**config.mk**
```make
export PLATFORM = sky130hd
export DESIGN_NAME = cmd_done_irq
export DESIGN_NICKNAME = d
export VERILOG_FILES = /design/src/rtl/cdi_pkg.sv /design/src/rtl/cdi_done_ctr.sv /design/src/rtl/cdi_ack_ctl.sv /design/src/rtl/cdi_chain_trk.sv /design/src/rtl/cmd_done_irq.sv
export SDC_FILE = /design/constraint.sdc
export NUM_CORES = 1
export LEC_CHECK = 0
export BUFFER_PORTS_ARGS = -buffer_cell sky130_fd_sc_hd__buf_2
export CAP_MARGIN = 10
export CORE_MARGIN = 3
export CORE_UTILIZATION = 38
export CTS_CLUSTER_DIAMETER = 30
export DETAILED_ROUTE_END_ITERATION = 6
export PLACE_DENSITY = 0.83
export RECOVER_POWER = 25
export SYNTH_ARGS = -nofsm -noshare
export SYNTH_HDL_FRONTEND = slang
export SYNTH_HIERARCHICAL = 1
export SYNTH_SLANG_ARGS = --single-unit
export TNS_END_PERCENT = 20
```
**constraint.sdc**
```tcl
create_clock -name clk_i -period 1.8 [get_ports clk_i]
set_clock_uncertainty 0.1 [all_clocks]
set_input_delay 0.09 -clock clk_i [delete_from_list [all_inputs] [get_ports clk_i]]
set_output_delay 0.09 -clock clk_i [all_outputs]
set_load 0.01 [all_outputs]
```
**src/rtl/cdi_pkg.sv**
```systemverilog
package cdi_pkg;

   // Chain tracking state: waiting for the list-load event, or counting nodes.
   typedef enum logic {
      CHAIN_WAIT_LOAD = 1'b0,
      CHAIN_RUNNING   = 1'b1
   } chain_e;

   // Decoded software write to the status word.
   typedef struct packed {
      logic       strobe;
      logic       keep_flag;
   } wr_ctl_t;

   function automatic bit fields_overlap(input int a_lsb, input int a_w,
                                         input int b_lsb, input int b_w);
      return (a_lsb < b_lsb + b_w) && (b_lsb < a_lsb + a_w);
   endfunction

endpackage

```
**src/rtl/cdi_done_ctr.sv**
```systemverilog
module cdi_done_ctr #(
   parameter int CNT_W = 6
) (
   input  logic             clk_i,
   input  logic             rst_ni,
   input  logic             evt_i,
   output logic [CNT_W-1:0] done_o,
   output logic [CNT_W-1:0] done_nxt_o
);

   localparam logic [CNT_W-1:0] ONE = CNT_W'(1);

   logic [CNT_W-1:0] cnt_q;

   // Natural binary wrap gives modulo 2**CNT_W.
   assign done_nxt_o = evt_i ? cnt_q + ONE : cnt_q;
   assign done_o     = cnt_q;

   always_ff @(posedge clk_i or negedge rst_ni) begin
      if (!rst_ni) cnt_q <= '0;
      else         cnt_q <= done_nxt_o;
   end

   p_inc_r2: assert property (@(posedge clk_i) disable iff (!rst_ni)
      evt_i |=> (done_o == $past(done_o) + ONE));

   p_hold_r2: assert property (@(posedge clk_i) disable iff (!rst_ni)
      !evt_i |=> $stable(done_o));

   p_wrap_r3: assert property (@(posedge clk_i) disable iff (!rst_ni)
      (evt_i && (&done_o)) |=> (done_o == '0));

endmodule

```
**src/rtl/cdi_ack_ctl.sv**
```systemverilog
module cdi_ack_ctl #(
   parameter int CNT_W = 6
) (
   input  logic             clk_i,
   input  logic             rst_ni,
   input  logic             evt_i,
   input  logic             irq_en_i,
   input  cdi_pkg::wr_ctl_t wr_i,
   input  logic [CNT_W-1:0] wr_proc_i,
   input  logic [CNT_W-1:0] done_nxt_i,
   output logic [CNT_W-1:0] proc_o,
   output logic             flag_o
);

   logic [CNT_W-1:0] proc_q;
   logic             flag_q;
   logic             flag_d;
   logic             set_ev;

   assign set_ev = evt_i & irq_en_i;

   always_comb begin
      flag_d = flag_q | set_ev;
      if (wr_i.strobe && !wr_i.keep_flag) begin
         // Clearing write: an event in the same cycle survives unless the
         // software value already covers it.
         flag_d = set_ev & (wr_proc_i != done_nxt_i);
      end
   end

   always_ff @(posedge clk_i or negedge rst_ni) begin
      if (!rst_ni) begin
         proc_q <= '0;
         flag_q <= 1'b0;
      end else begin
         if (wr_i.strobe) proc_q <= wr_proc_i;
         flag_q <= flag_d;
      end
   end

   assign proc_o = proc_q;
   assign flag_o = flag_q;

   p_proc_r4: assert property (@(posedge clk_i) disable iff (!rst_ni)
      wr_i.strobe |=> (proc_o == $past(wr_proc_i)));

   p_set_r5: assert property (@(posedge clk_i) disable iff (!rst_ni)
      (set_ev && !wr_i.strobe) |=> flag_o);

   p_noset_r5: assert property (@(posedge clk_i) disable iff (!rst_ni)
      (!irq_en_i && !flag_o) |=> !flag_o);

   p_clear_r6: assert property (@(posedge clk_i) disable iff (!rst_ni)
      (wr_i.strobe && !wr_i.keep_flag && !evt_i) |=> !flag_o);

   p_race_r8: assert property (@(posedge clk_i) disable iff (!rst_ni)
      (wr_i.strobe && !wr_i.keep_flag && set_ev && (wr_proc_i != done_nxt_i))
      |=> flag_o);

endmodule

```
**src/rtl/cdi_chain_trk.sv**
```systemverilog
module cdi_chain_trk (
   input  logic clk_i,
   input  logic rst_ni,
   input  logic start_i,
   input  logic evt_i,
   output logic loaded_o,
   output logic node_done_o
);
   import cdi_pkg::*;

   chain_e st_q, st_d;
   logic   node_q;

   always_comb begin
      st_d = st_q;
      if (start_i)    st_d = evt_i ? CHAIN_RUNNING : CHAIN_WAIT_LOAD;
      else if (evt_i) st_d = CHAIN_RUNNING;
   end

   always_ff @(posedge clk_i or negedge rst_ni) begin
      if (!rst_ni) begin
         st_q   <= CHAIN_WAIT_LOAD;
         node_q <= 1'b0;
      end else begin
         st_q   <= st_d;
         node_q <= evt_i && !start_i && (st_q == CHAIN_RUNNING);
      end
   end

   assign loaded_o    = (st_q == CHAIN_RUNNING);
   assign node_done_o = node_q;

   p_node_r9: assert property (@(posedge clk_i) disable iff (!rst_ni)
      node_done_o |-> ($past(evt_i) && $past(loaded_o)));

   p_load_r9: assert property (@(posedge clk_i) disable iff (!rst_ni)
      (!loaded_o && evt_i) |=> (loaded_o && !node_done_o));

endmodule

```
**src/rtl/cmd_done_irq.sv**
```systemverilog
module cmd_done_irq #(
   parameter int DATA_W   = 32,
   parameter int CNT_W    = 6,
   parameter int DONE_LSB = 0,
   parameter int FLAG_BIT = 8,
   parameter int PROC_LSB = 16,
   parameter bit IRQ_REG  = 1'b0
) (
   input  logic              clk_i,
   input  logic              rst_ni,
   input  logic              evt_i,
   input  logic              chain_start_i,
   input  logic              irq_en_i,
   input  logic              reg_wr_i,
   input  logic [DATA_W-1:0] reg_wdata_i,
   output logic [DATA_W-1:0] reg_rdata_o,
   output logic              irq_o,
   output logic              list_loaded_o,
   output logic              node_done_o
);
   import cdi_pkg::*;

   localparam logic [DATA_W-1:0] FIELD_MASK =
      ({{(DATA_W-CNT_W){1'b0}}, {CNT_W{1'b1}}} << PROC_LSB) |
      (DATA_W'(1) << FLAG_BIT);

   generate
      if (PROC_LSB + CNT_W > DATA_W || DONE_LSB + CNT_W > DATA_W
          || FLAG_BIT >= DATA_W) begin : g_bad_fit
         $error("status fields exceed the data width");
      end
      if (fields_overlap(DONE_LSB, CNT_W, PROC_LSB, CNT_W)
          || fields_overlap(DONE_LSB, CNT_W, FLAG_BIT, 1)
          || fields_overlap(PROC_LSB, CNT_W, FLAG_BIT, 1)) begin : g_bad_overlap
         $error("status fields overlap");
      end
   endgenerate

   logic [CNT_W-1:0] done, done_nxt, proc;
   logic             flag;
   wr_ctl_t          wr_ctl;
   logic             irq_raw;
   logic             unused_wbits;

   assign wr_ctl.strobe    = reg_wr_i;
   assign wr_ctl.keep_flag = reg_wdata_i[FLAG_BIT];
   assign unused_wbits     = ^(reg_wdata_i & ~FIELD_MASK);

   cdi_done_ctr #(.CNT_W(CNT_W)) u_done (
      .clk_i      (clk_i),
      .rst_ni     (rst_ni),
      .evt_i      (evt_i),
      .done_o     (done),
      .done_nxt_o (done_nxt)
   );

   cdi_ack_ctl #(.CNT_W(CNT_W)) u_ack (
      .clk_i      (clk_i),
      .rst_ni     (rst_ni),
      .evt_i      (evt_i),
      .irq_en_i   (irq_en_i),
      .wr_i       (wr_ctl),
      .wr_proc_i  (reg_wdata_i[PROC_LSB +: CNT_W]),
      .done_nxt_i (done_nxt),
      .proc_o     (proc),
      .flag_o     (flag)
   );

   cdi_chain_trk u_chain (
      .clk_i       (clk_i),
      .rst_ni      (rst_ni),
      .start_i     (chain_start_i),
      .evt_i       (evt_i),
      .loaded_o    (list_loaded_o),
      .node_done_o (node_done_o)
   );

   always_comb begin
      reg_rdata_o                       = '0;
      reg_rdata_o[DONE_LSB +: CNT_W]    = done;
      reg_rdata_o[FLAG_BIT]             = flag;
      reg_rdata_o[PROC_LSB +: CNT_W]    = proc;
   end

   assign irq_raw = flag | (irq_en_i & (done != proc));

   generate
      if (IRQ_REG) begin : g_irq_ff
         logic irq_q;
         always_ff @(posedge clk_i or negedge rst_ni) begin
            if (!rst_ni) irq_q <= 1'b0;
            else         irq_q <= irq_raw;
         end
         assign irq_o = irq_q;
      end else begin : g_irq_comb
         assign irq_o = irq_raw;

         p_irq_flag_r7: assert property (@(posedge clk_i) disable iff (!rst_ni)
            flag |-> irq_o);

         p_irq_quiet_r7: assert property (@(posedge clk_i) disable iff (!rst_ni)
            (!flag && (done == proc)) |-> !irq_o);

         p_pending_r10: assert property (@(posedge clk_i) disable iff (!rst_ni)
            (irq_en_i && ((done - proc) != '0)) |-> irq_o);
      end
   endgenerate

   p_rsvd_zero_r4: assert property (@(posedge clk_i) disable iff (!rst_ni)
      ((reg_rdata_o & ~FIELD_MASK & ~({{(DATA_W-CNT_W){1'b0}}, {CNT_W{1'b1}}}
        << DONE_LSB)) == '0));

endmodule

```
==> results of run 1 <==
path summary, 6_finish.rpt:
check / start / end / slack, ps / cells past startpoint
worst max-delay path: u_done/done_o[2]$_DFF_PN0_ / u_ack/flag_o$_DFF_PN0_ / 140 / 6
worst min-delay path: evt_i / u_chain/loaded_o$_DFFE_PN0P_ / 10 / 2
worst max register to register: u_done/done_o[2]$_DFF_PN0_ / u_ack/flag_o$_DFF_PN0_ / 140 / 6
worst min register to register: u_chain/loaded_o$_DFFE_PN0P_ / u_chain/loaded_o$_DFFE_PN0P_ / 410 / 1
max in group asynchronous: rst_ni / u_ack/proc_o[4]$_DFFE_PN0P_ / 780 / 2
min in group asynchronous: rst_ni / u_done/done_o[0]$_DFF_PN0_ / 320 / 2
layer usage:
metal,wire length [um],vias up,track usage
li1,-,304,-
met1,733,297,0.1780
met2,865,36,0.2211
met3,155,0,0.02997
met4,0,0,0.02490
met5,0,-,0
layout make-up:
cell class / count / area, um^2 / area share
Multi-Input combinational cell: 59 / 426.7 / 0.3827
Sequential cell: 15 / 375.4 / 0.3367
Timing Repair Buffer: 40 / 249.0 / 0.2233
Tap cell: 27 / 33.78 / 0.03030
Clock buffer: 4 / 26.28 / 0.02357
Inverter: 1 / 3.754 / 0.003367
through the flow:
stage	hold WS (ps)	total power [uW]	utilization	std cells	instance area [um^2]
after floorplan	-305.6	923.0	-	96	954.7
after global placement	-95.48	1123	0.4790	134	997.2
after detailed placement	-86.40	1139	0.4790	134	997.2
after CTS	6.402	1352	0.5300	146	1104
after global routing	42.88	1464	0.5355	146	1115
final	12.51	1365	0.5355	146	1115
report_power, final:
part | switching, uW | internal [uW]
registers | 75.8 | 427
logic | 354 | 316
clock network | 106 | 86.0
total | 536 | 829
cells in the mapped netlist (all sizes together):
cell type  instances
buf               21
dfrtp             15
xor2              11
mux2               7
xnor2              6
nand2              2
nand4              2
nor2               2
nor4               2
a21o               1
a21oi              1
a22oi              1
a41oi              1
and3               1
conb               1
ha                 1
inv                1
nand2b             1
nor3               1
registers in the layout (all words and copies together) (netlist names):
register,count
u_done/done_o,6
u_ack/proc_o,6
u_ack/flag_o,1
u_chain/node_done_o,1
u_chain/loaded_o,1
timing repair:
action | CTS | global route
resized for setup | 0 | 2
endpoints found under the hold margin | 23 | 0
setup endpoints to repair | 0 | 2
hold buffers | 8 | 0
worst register-to-register path, cell delays in order (launching register included):
cell	delay [ps]
dfrtp_1	380
nand4_2	150
nor2_2	140
xor2_1	230
xor2_1	140
nor4_2	250
a41oi_1	150
kinds of logic (layout without fill, tap and decap cells):
family                     after synthesis  after routing  synth area share
AOI/OAI and AO/OA                        4              4           0.03244
xor gates and xnor gates                17             17            0.1678
adders and majority gates                1              1           0.01410
buffers and inverters                   22             45            0.1862
DFF                                     15             15            0.4231
muxes                                    7              7           0.08885
other                                    1             19          0.004227
and+or+nand+nor                         11             11           0.08321
==> tab_implementation.tex, run 1 <==
\begin{tabular}{lr}
\hline
Metric & Value \\
\hline
\multicolumn{2}{l}{\textbf{Worst setup path}} \\
Sort of element at the end of the critical path & flop \\
Data arrival time of the worst path & 1710 ps \\
Crit-path most repeated cell & xor2\_1 \\
Critical-path cell list & nand4\_2 > nor2\_2 > xor2\_1 > xor2\_1 > nor4\_2 > a41oi\_1 \\
Top delay family on crit path & simple AND/OR/NAND/NOR gates \\
Maximum fanout encountered on the critical timing path & 2 \\
CP max stage delay & 380 ps \\
Path type of the worst setup path & flop to flop \\
Buf+Inv Stages, Crit Path & 0 \\
Startpoint kind of the worst setup timing path & flop \\
Required time worst endpoint & 1850 ps \\
Cell at the slowest stage of the critical path & dfrtp\_1 \\
\multicolumn{2}{l}{\textbf{Global routing}} \\
GR Util All Layers & 0.1333 \\
Global route total overflow & 0 \\
Global-route wire length before repair & around 2.8 mm \\
Vias in the first global route & about 630 \\
Initial antenna violation count & 0 \\
Pin count of the biggest net entering global routing & 16 \\
\multicolumn{2}{l}{\textbf{STA}} \\
Relative slew margins & 0.4590 \\
Total of endpoints with negative setup slack in the final report & 0 \\
Achievable Freq & about 600 MHz \\
Hold Fails Final Rpt & 0 \\
Final critical path time including I/O delays and setup & 1660 ps \\
Tcrit/Tclk final & 0.9225 \\
Max-slew violation count & 0 \\
Minimum setup slack in the final design & 139.5 ps \\
Worst-margin pin slew & 811.5 ps \\
Total negative slack & 0 ps \\
RSZ-0062 raised after global routing & false \\
\multicolumn{2}{l}{\textbf{Clocking}} \\
Clock latency on the worst-skew pair & 280 ps \\
Number of clock sinks & 15 \\
Clock tree root driver cell & clkbuf\_4 \\
Clock slew seen by the registers of the worst setup and hold paths & approximately 90 ps \\
Number of setup buffers added after CTS & 0 \\
TritonCTS Buffers & 3 \\
Number of levels in the clock H-tree & 1 \\
Maximum number of buffers from clock root to sink & 2 \\
CTS tree & done \\
\multicolumn{2}{l}{\textbf{Final layout}} \\
Fraction of final layout cells with drive strength greater than 1 & 0.3613 \\
Antenna Diode Count & 0 \\
Most common library cell in the layout ignoring fill and taps & buf\_2 \\
Layout overhead on the synthesized area & 25.67\% \\
Commonest non-fill, non-tap cells in the layout & 27 x buf\_2, 19 x conb\_1, 15 x dfrtp\_1 \\
Total Nets Final & 159 \\
Fillcell total & 196 \\
\multicolumn{2}{l}{\textbf{Synthesis}} \\
Post-synthesis sequential element count & 15 \\
Fraction of the yosys area taken by sequential cells & 0.4231 \\
Proportion of netlist area held by the largest area contributor & 0.4231 \\
Yosys top cell by area & dfrtp\_1 \\
Yosys cell types & 23 \\
Dominant cells by area after synthesis & dfrtp\_1 42\%, buf\_4 17\%, xor2\_1 11\%, xnor2\_1 5.9\%, mux2\_2 5.1\% \\
Cell area after technology mapping & 887.1 um\^{}2 \\
Warnings, synthesis & 6 \\
Number of cells produced by synthesis & 78 \\
Mean post-synth cell area & 11.37 um\^{}2 \\
\multicolumn{2}{l}{\textbf{Die}} \\
Horiz. Die Dim & between 50 and 60 um \\
Initial standard-cell utilization of the core & 0.4261 \\
Area enclosed by the die boundary & 2950 um\^{}2 \\
Die Y-Extent & roughly 54 um \\
\# rows & 16 \\
Core Footprint & 2082 um\^{}2 \\
Total I/O pin count & 73 \\
\multicolumn{2}{l}{\textbf{Pwr}} \\
Static leakage & 0.0005623 uW \\
Cell area power density & 1225 nW/um\^{}2 \\
Worst vdd rail ir drop & 665.3 uV \\
\multicolumn{2}{l}{\textbf{Outcome}} \\
Run status & completed \\
\multicolumn{2}{l}{\textbf{Drt}} \\
Drt initial violations & 10 \\
Remaining DRCs & 0 \\
WL per Instance & 12.01 um \\
Number of iterations in the first detailed-routing pass & 4 \\
Via density & 4.363 \\
Final routed wirelength across all metal layers & 1.754 mm \\
DRT antenna net count & 0 \\
Via count of the routed design & roughly 640 \\
\multicolumn{2}{l}{\textbf{Placed design}} \\
Weighted congestion at the end of routability-driven global placement & 0.8203 \\
Setup slack at placement & 102.8 ps \\
\# port buffers & 28 \\
Post-DP HPWL & approximately 1.3 mm \\
\multicolumn{2}{l}{\textbf{Job}} \\
Total of max-cap violations & 0 \\
\multicolumn{2}{l}{\textbf{Hold path}} \\
Class of the worst hold path & input pin to flop \\
\hline
\end{tabular}
No activity file was read; power rests on OpenSTA's default activity.
==> inputs of run 2 (changes only) <==
==> constraint.sdc (replaced) <==
create_clock -name clk_i -period 1.8 [get_ports clk_i]
set_clock_uncertainty 0.1 [all_clocks]
set_input_delay 0 -clock clk_i [delete_from_list [all_inputs] [get_ports clk_i]]
set_output_delay 0 -clock clk_i [all_outputs]
set_load 0.01 [all_outputs]
==> tab_implementation.tex, run 2 (synthesized netlist as in run 1, its figures left out) <==
\begin{tabular}{lr}
\hline
Metric & Value \\
\hline
\multicolumn{2}{l}{\textbf{Outcome}} \\
Run status & completed \\
\multicolumn{2}{l}{\textbf{STA}} \\
Tcrit/Tclk final & 0.9248 (+0.002294) \\
Hold Fails Final Rpt & 0 (unchanged) \\
Max-slew violation count & 0 (unchanged) \\
Achievable Freq & 600.7 MHz (-0.25\%) \\
Total of endpoints with negative setup slack in the final report & 0 (unchanged) \\
Total negative slack & 0 ps (unchanged) \\
RSZ-0062 raised after global routing & false \\
Final critical path time including I/O delays and setup & 1665 ps (+4.130 ps) \\
Minimum setup slack in the final design & 135.4 ps (-4.130 ps) \\
Worst-margin pin slew & 814.1 ps (+2.625 ps) \\
Relative slew margins & 0.4573 (-0.001750) \\
\multicolumn{2}{l}{\textbf{Die}} \\
Horiz. Die Dim & 54.32 um (unchanged) \\
Total I/O pin count & 73 (unchanged) \\
Die Y-Extent & 54.32 um (unchanged) \\
Core Footprint & 2082 um\^{}2 (unchanged) \\
Initial standard-cell utilization of the core & 0.4261 (unchanged) \\
Area enclosed by the die boundary & 2950 um\^{}2 (unchanged) \\
\# rows & 16 (unchanged) \\
\multicolumn{2}{l}{\textbf{Worst setup path}} \\
Startpoint kind of the worst setup timing path & input pin \\
Launching point of the worst reg2reg path & u\_done/done\_o[0]\$\_DFF\_PN0\_ \\
End of the worst register-to-register path & u\_ack/flag\_o\$\_DFF\_PN0\_ \\
Cell at the slowest stage of the critical path & dlygate4sd3\_1 \\
R2r worst-path depth & 5 (-1) \\
Sort of element at the end of the critical path & flop \\
Crit-path most repeated cell & xor2\_1 \\
Data arrival time of the worst path & 1720 ps (about the same) \\
Path type of the worst setup path & input pin to flop \\
Worst R2R Setup Slack & 140 ps (about the same) \\
Maximum fanout encountered on the critical timing path & 8 (+6) \\
CP max stage delay & 530 ps (+150 ps) \\
Required time worst endpoint & 1850 ps (about the same) \\
Critical-path cell list & dlygate4sd3\_1 > buf\_4 > nand4\_2 > nor2\_2 > xor2\_1 > xor2\_1 > nor4\_2 > a41oi\_1 \\
\multicolumn{2}{l}{\textbf{Global routing}} \\
Global-route wire length before repair & 2.987 mm (+5.4\%) \\
Vias in the first global route & 657 (+4.5\%) \\
Global route total overflow & 0 (unchanged) \\
Initial antenna violation count & 0 (unchanged) \\
Pin count of the biggest net entering global routing & 16 (unchanged) \\
GR Util All Layers & 0.1396 (+0.006293) \\
\multicolumn{2}{l}{\textbf{Final layout}} \\
Area used by multi-input combinational logic & 420.4 um\^{}2 (-1.5\%) \\
Total Nets Final & 162 (+1.9\%) \\
Fillcell total & 194 (-1.0\%) \\
Commonest non-fill, non-tap cells in the layout & 26 x buf\_2, 19 x conb\_1, 15 x dfrtp\_1 \\
Antenna Diode Count & 0 (unchanged) \\
End-of-flow core utilization & 0.5481 (+0.01262) \\
Register Area & 375.4 um\^{}2 (unchanged) \\
Layout overhead on the synthesized area & 28.63\% \\
Fraction of final layout cells with drive strength greater than 1 & 0.3443 (-0.01708) \\
Most common library cell in the layout ignoring fill and taps & buf\_2 \\
\multicolumn{2}{l}{\textbf{Hold path}} \\
Class of the worst hold path & input pin to flop \\
Hold Startpoint & reg\_wr\_i \\
Worst hold path endpoint & u\_ack/proc\_o[2]\$\_DFFE\_PN0P\_ \\
Cell depth of the worst min-delay path & 2 (unchanged) \\
\multicolumn{2}{l}{\textbf{Placed design}} \\
Post-DP HPWL & 1.340 mm (unchanged) \\
Weighted congestion at the end of routability-driven global placement & 0.8203 (unchanged) \\
Setup slack at placement & 102.8 ps (unchanged) \\
\# port buffers & 28 (unchanged) \\
\multicolumn{2}{l}{\textbf{Clocking}} \\
CTS tree & done \\
Number of levels in the clock H-tree & 1 (unchanged) \\
Clock latency on the worst-skew pair & 280 ps (about the same) \\
Clock slew seen by the registers of the worst setup and hold paths & 90 ps (about the same) \\
Maximum number of buffers from clock root to sink & 2 (unchanged) \\
Number of clock sinks & 15 (unchanged) \\
TritonCTS Buffers & 3 (unchanged) \\
Number of setup buffers added after CTS & 0 (unchanged) \\
Clock tree root driver cell & clkbuf\_4 \\
\multicolumn{2}{l}{\textbf{Drt}} \\
Final routed wirelength across all metal layers & 1.855 mm (+5.8\%) \\
Drt initial violations & 17 (+7) \\
Detailed-routing wirelength on met1 & 742 um (+1.2\%) \\
Detail Route met3 WL & 169 um (+9.0\%) \\
WL per Instance & 12.45 um (+3.6\%) \\
Via density & 4.383 (+0.45\%) \\
Uppermost layer routed & met3 \\
Met2 wire length & 944 um (+9.1\%) \\
Via count of the routed design & 653 (+2.5\%) \\
DRT antenna net count & 0 (unchanged) \\
Remaining DRCs & 0 (unchanged) \\
Number of iterations in the first detailed-routing pass & 4 (unchanged) \\
\multicolumn{2}{l}{\textbf{Job}} \\
Total of max-cap violations & 0 (unchanged) \\
\multicolumn{2}{l}{\textbf{Pwr}} \\
Worst vdd rail ir drop & 692.1 uV (+4.0\%) \\
Static leakage & 0.0005744 uW (+2.1\%) \\
Cell area power density & 1196 nW/um\^{}2 (-2.3\%) \\
\hline
\end{tabular}
[run 2: how the worst max path moves through the flow]
stage,startpoint,endpoint,slack [ps],cells after the start
finish,evt_i,u_ack/flag_o$_DFF_PN0_,140,8
global route,u_done/done_o[3]$_DFF_PN0_,irq_o,20,5
CTS,evt_i,u_ack/flag_o$_DFF_PN0_,40,8
detailed placement,u_done/done_o[1]$_DFF_PN0_,u_ack/flag_o$_DFF_PN0_,100,6
global placement,u_done/done_o[2]$_DFF_PN0_,u_ack/flag_o$_DFF_PN0_,140,6
floorplan,u_done/done_o[0]$_DFF_PN0_,u_ack/flag_o$_DFF_PN0_,150,6
[run 2: metrics by stage]
step                total power [uW]  hold WS (ps)  std cells  cell area [um^2]
floorplan                      923.0        -395.6         96             954.7
global route                    1461         32.13        149              1141
global placement                1123        -185.5        134             997.2
finish                          1365         16.69        149              1141
CTS                             1357         19.58        149              1134
detailed placement              1139        -176.4        134             997.2
[run 2: area by class of cell]
class | instances | area share
Multi-Input combinational cell | 59 | 0.3684
Sequential cell | 15 | 0.3289
Timing Repair Buffer | 43 | 0.2467
Tap cell | 27 | 0.02961
Clock buffer | 4 | 0.02303
Inverter | 1 | 0.003289
[run 2: metal layers]
layer  up-vias  track usage
met5         -            0
li1        310            -
met4         0      0.02490
met2        36       0.2470
met3         0      0.03270
met1       307       0.1729
[run 2: critical path: cells and delay by family]
family | cells | cell delay (ps)
AND/OR/NAND/NOR | 3 | 510
buffers and inverters | 2 | 690
AO/OA/AOI/OAI | 1 | 150
XOR/XNOR | 2 | 360
[run 2: report_power, final]
part	internal [uW]	switching [uW]	total (uW)
Clock	86.1	109	195
Sequential	427	75.6	503
Combinational	319	348	667
[run 2: timing repair]
action / 4_1_cts / 5_1_grt
hold buffers: 11 / 0
resized for setup: 0 / 3
hold endpoints to repair: 27 / 0
endpoints found under the setup margin: 0 / 1
==> inputs of run 3 (changes only) <==
--- a/config.mk
+++ b/config.mk
@@ -11,7 +11,8 @@
 export CORE_UTILIZATION = 38
 export CTS_CLUSTER_DIAMETER = 30
 export DETAILED_ROUTE_END_ITERATION = 6
-export PLACE_DENSITY = 0.83
+export GPL_TIMING_DRIVEN = 0
+export PLACE_DENSITY = 0.79
 export RECOVER_POWER = 25
 export SYNTH_ARGS = -nofsm -noshare
 export SYNTH_HDL_FRONTEND = slang
==> constraint.sdc (replaced) <==
create_clock -name clk_i -period 1.8 [get_ports clk_i]
set_clock_uncertainty 0.1 [all_clocks]
set_input_delay 0 -clock clk_i [delete_from_list [all_inputs] [get_ports clk_i]]
set_output_delay 0 -clock clk_i [all_outputs]
set_load 0.1 [all_outputs]
==> tab_implementation.tex, run 3 (synthesized netlist as in run 1, its figures left out) <==
\begin{tabular}{lr}
\hline
Metric & Value \\
\hline
\multicolumn{2}{l}{\textbf{STA}} \\
RSZ-0062 raised after global routing & true \\
Max-slew violation count & 0 (unchanged) \\
Hold Fails Final Rpt & 0 (unchanged) \\
Final critical path time including I/O delays and setup & 1803 ps (+138.9 ps) \\
Tcrit/Tclk final & 1.002 (+0.07714) \\
Worst-margin pin slew & 821.2 ps (+7.129 ps) \\
Total negative slack & -3.471 ps (-3.471 ps) \\
Relative slew margins & 0.4525 (-0.004753) \\
Achievable Freq & 554.5 MHz (-7.7\%) \\
Total of endpoints with negative setup slack in the final report & 1 (+1) \\
Minimum setup slack in the final design & -3.471 ps (-138.9 ps) \\
\multicolumn{2}{l}{\textbf{Die}} \\
Die Y-Extent & 54.32 um (unchanged) \\
\# rows & 16 (unchanged) \\
Total I/O pin count & 73 (unchanged) \\
Area enclosed by the die boundary & 2950 um\^{}2 (unchanged) \\
Initial standard-cell utilization of the core & 0.4261 (unchanged) \\
Horiz. Die Dim & 54.32 um (unchanged) \\
Core Footprint & 2082 um\^{}2 (unchanged) \\
\multicolumn{2}{l}{\textbf{Pwr}} \\
Relative contribution of sequential cells to total power & 0.262 (-0.106) \\
Cell area power density & 1623 nW/um\^{}2 (+36\%) \\
P\_int & 905.9 uW (+8.9\%) \\
Static leakage & 0.0006908 uW (+20\%) \\
Sw Pwr & 1387 uW (+160\%) \\
Combinational power share & 0.656 (+0.167) \\
Worst vdd rail ir drop & 1395 uV (+100\%) \\
Switching part of the total power & 0.6049 (+0.2145) \\
Part of the total power dissipated in the clock network & 0.082 (-0.061) \\
\multicolumn{2}{l}{\textbf{Worst setup path}} \\
CP max stage delay & 520 ps (about the same) \\
Launching point of the worst reg2reg path & u\_done/done\_o[0]\$\_DFF\_PN0\_ \\
R2r worst-path depth & 6 (+1) \\
Sort of element at the end of the critical path & flop \\
Worst R2R Setup Slack & -3 ps (-140 ps) \\
Data arrival time of the worst path & 1840 ps (+120 ps) \\
Timing startpoint of the critical path & u\_done/done\_o[0]\$\_DFF\_PN0\_ \\
End of the critical path & u\_ack/flag\_o\$\_DFF\_PN0\_ \\
Path type of the worst setup path & flop to flop \\
Required time worst endpoint & 1830 ps (-20 ps) \\
Critical-path cell list & nand4\_4 > nor2\_4 > xor2\_2 > xor2\_1 > nor4\_2 > a41oi\_1 \\
Maximum fanout encountered on the critical timing path & 5 (-3) \\
End of the worst register-to-register path & u\_ack/flag\_o\$\_DFF\_PN0\_ \\
Cell at the slowest stage of the critical path & dfrtp\_4 \\
Startpoint kind of the worst setup timing path & flop \\
\multicolumn{2}{l}{\textbf{Drt}} \\
Via count of the routed design & 711 (+8.9\%) \\
WL per Instance & 12.13 um (-2.5\%) \\
Number of iterations in the first detailed-routing pass & 4 (unchanged) \\
Via density & 4.110 (-6.2\%) \\
DRT antenna net count & 0 (unchanged) \\
Remaining DRCs & 0 (unchanged) \\
Final routed wirelength across all metal layers & 2.099 mm (+13\%) \\
Drt initial violations & 8 (-9) \\
\multicolumn{2}{l}{\textbf{Global routing}} \\
Pin count of the biggest net entering global routing & 16 (unchanged) \\
Global route total overflow & 0 (unchanged) \\
Global-route wire length before repair & 3.277 mm (+9.7\%) \\
Initial antenna violation count & 0 (unchanged) \\
Vias in the first global route & 735 (+12\%) \\
GR Util All Layers & 0.1549 (+0.01532) \\
\multicolumn{2}{l}{\textbf{Final layout}} \\
Final Non-Filler Cells & 173 (+16\%) \\
Fillcell total & 172 (-11\%) \\
Total Nets Final & 186 (+15\%) \\
Register Area & 397.9 um\^{}2 (+6.0\%) \\
Antenna Diode Count & 0 (unchanged) \\
Commonest non-fill, non-tap cells in the layout & 25 x buf\_2, 23 x buf\_4, 19 x conb\_1 \\
Layout overhead on the synthesized area & 59.24\% \\
Most common library cell in the layout ignoring fill and taps & buf\_2 \\
End-of-flow core utilization & 0.6785 (+0.1304) \\
Area used by multi-input combinational logic & 467.9 um\^{}2 (+11\%) \\
Fraction of final layout cells with drive strength greater than 1 & 0.5137 (+0.1694) \\
\multicolumn{2}{l}{\textbf{Clocking}} \\
CTS tree & done \\
Clock tree root driver cell & clkbuf\_4 \\
TritonCTS Buffers & 3 (unchanged) \\
Clock latency on the worst-skew pair & 270 ps (about the same) \\
Number of clock sinks & 15 (unchanged) \\
Maximum number of buffers from clock root to sink & 2 (unchanged) \\
Clock slew seen by the registers of the worst setup and hold paths & 90 ps (about the same) \\
Number of levels in the clock H-tree & 1 (unchanged) \\
\multicolumn{2}{l}{\textbf{Placed design}} \\
Number of cells after detailed placement & 150 (+12\%) \\
Weighted congestion at the end of routability-driven global placement & 0.8264 (+0.74\%) \\
Setup slack at placement & 5.897 ps (-96.93 ps) \\
Post-DP HPWL & 1.397 mm (+4.3\%) \\
\# port buffers & 27 (-3.6\%) \\
\multicolumn{2}{l}{\textbf{Job}} \\
Total of max-cap violations & 0 (unchanged) \\
\multicolumn{2}{l}{\textbf{Outcome}} \\
Violations in the final reports & setup timing \\
Run status & finished with violations \\
\multicolumn{2}{l}{\textbf{Hold path}} \\
Hold Startpoint & reg\_wdata\_i[8] \\
Class of the worst hold path & input pin to flop \\
\hline
\end{tabular}
-- run 3: cell type report --
class,count,share of cell area
sequential,15,0.2817
inverter,1,0.002657
clock buffer,4,0.01860
multi-input combinational,59,0.3313
buffer,21,0.1143
tap,27,0.02392
timing repair buffer,46,0.2276
-- run 3: per-stage QoR --
stage                     cell area (um^2)  hold WS [ps]  total power, uW
after floorplan                      988.4        -395.6             1754
after global placement                1157        -186.0             1933
after detailed placement              1157        -180.2             1948
after CTS                             1360         54.99             2191
after global routing                  1413         97.66             2411
final                                 1413         79.16             2293
-- run 3: worst min-delay path by stage --
| stage | depth (start not counted) | slack, ps | end |
|---|---|---|---|
| 6_report | 4 | 80 | u_ack/flag_o$_DFF_PN0_ |
| 5_1_grt | 4 | 100 | u_ack/flag_o$_DFF_PN0_ |
| 3_3_place_gp | 1 | -190 | u_chain/node_done_o$_DFF_PN0_ |
| 3_5_place_dp | 1 | -180 | u_chain/node_done_o$_DFF_PN0_ |
| 4_1_cts | 2 | 50 | u_chain/node_done_o$_DFF_PN0_ |
| 2_1_floorplan | 0 | -400 | u_ack/flag_o$_DFF_PN0_ |
-- run 3: worst max-delay path, delay by kind of cell (launching register included) --
kind,cells,cell delay (ps)
and+or+nand+nor,3,530
xor gates and xnor gates,2,350
AOI/OAI and AO/OA,1,170
DFF,1,520
-- run 3: power by group through the flow --
stage	sequential [uW]	combinational [uW]	clock [uW]
after floorplan	1200	551	0
after global placement	588	1350	0
after detailed placement	592	1360	0
after CTS	586	1410	197
after global routing	621	1570	220
final	601	1510	187
-- run 3: metal layers --
metal  track usage  share of wire
met5             0              0
met4       0.07469         0.0067
met3       0.02452          0.075
met2        0.2709           0.51
met1        0.1829           0.40
-- run 3: timing repair --
| action | 4_1_cts | 5_1_grt |
|---|---|---|
| hold endpoints to repair | 26 | 0 |
| pin swaps | 1 | 6 |
| hold buffers | 17 | 0 |
| buffers inserted | 0 | 2 |
| gates resized for setup | 1 | 7 |
| setup endpoints to repair | 2 | 2 |
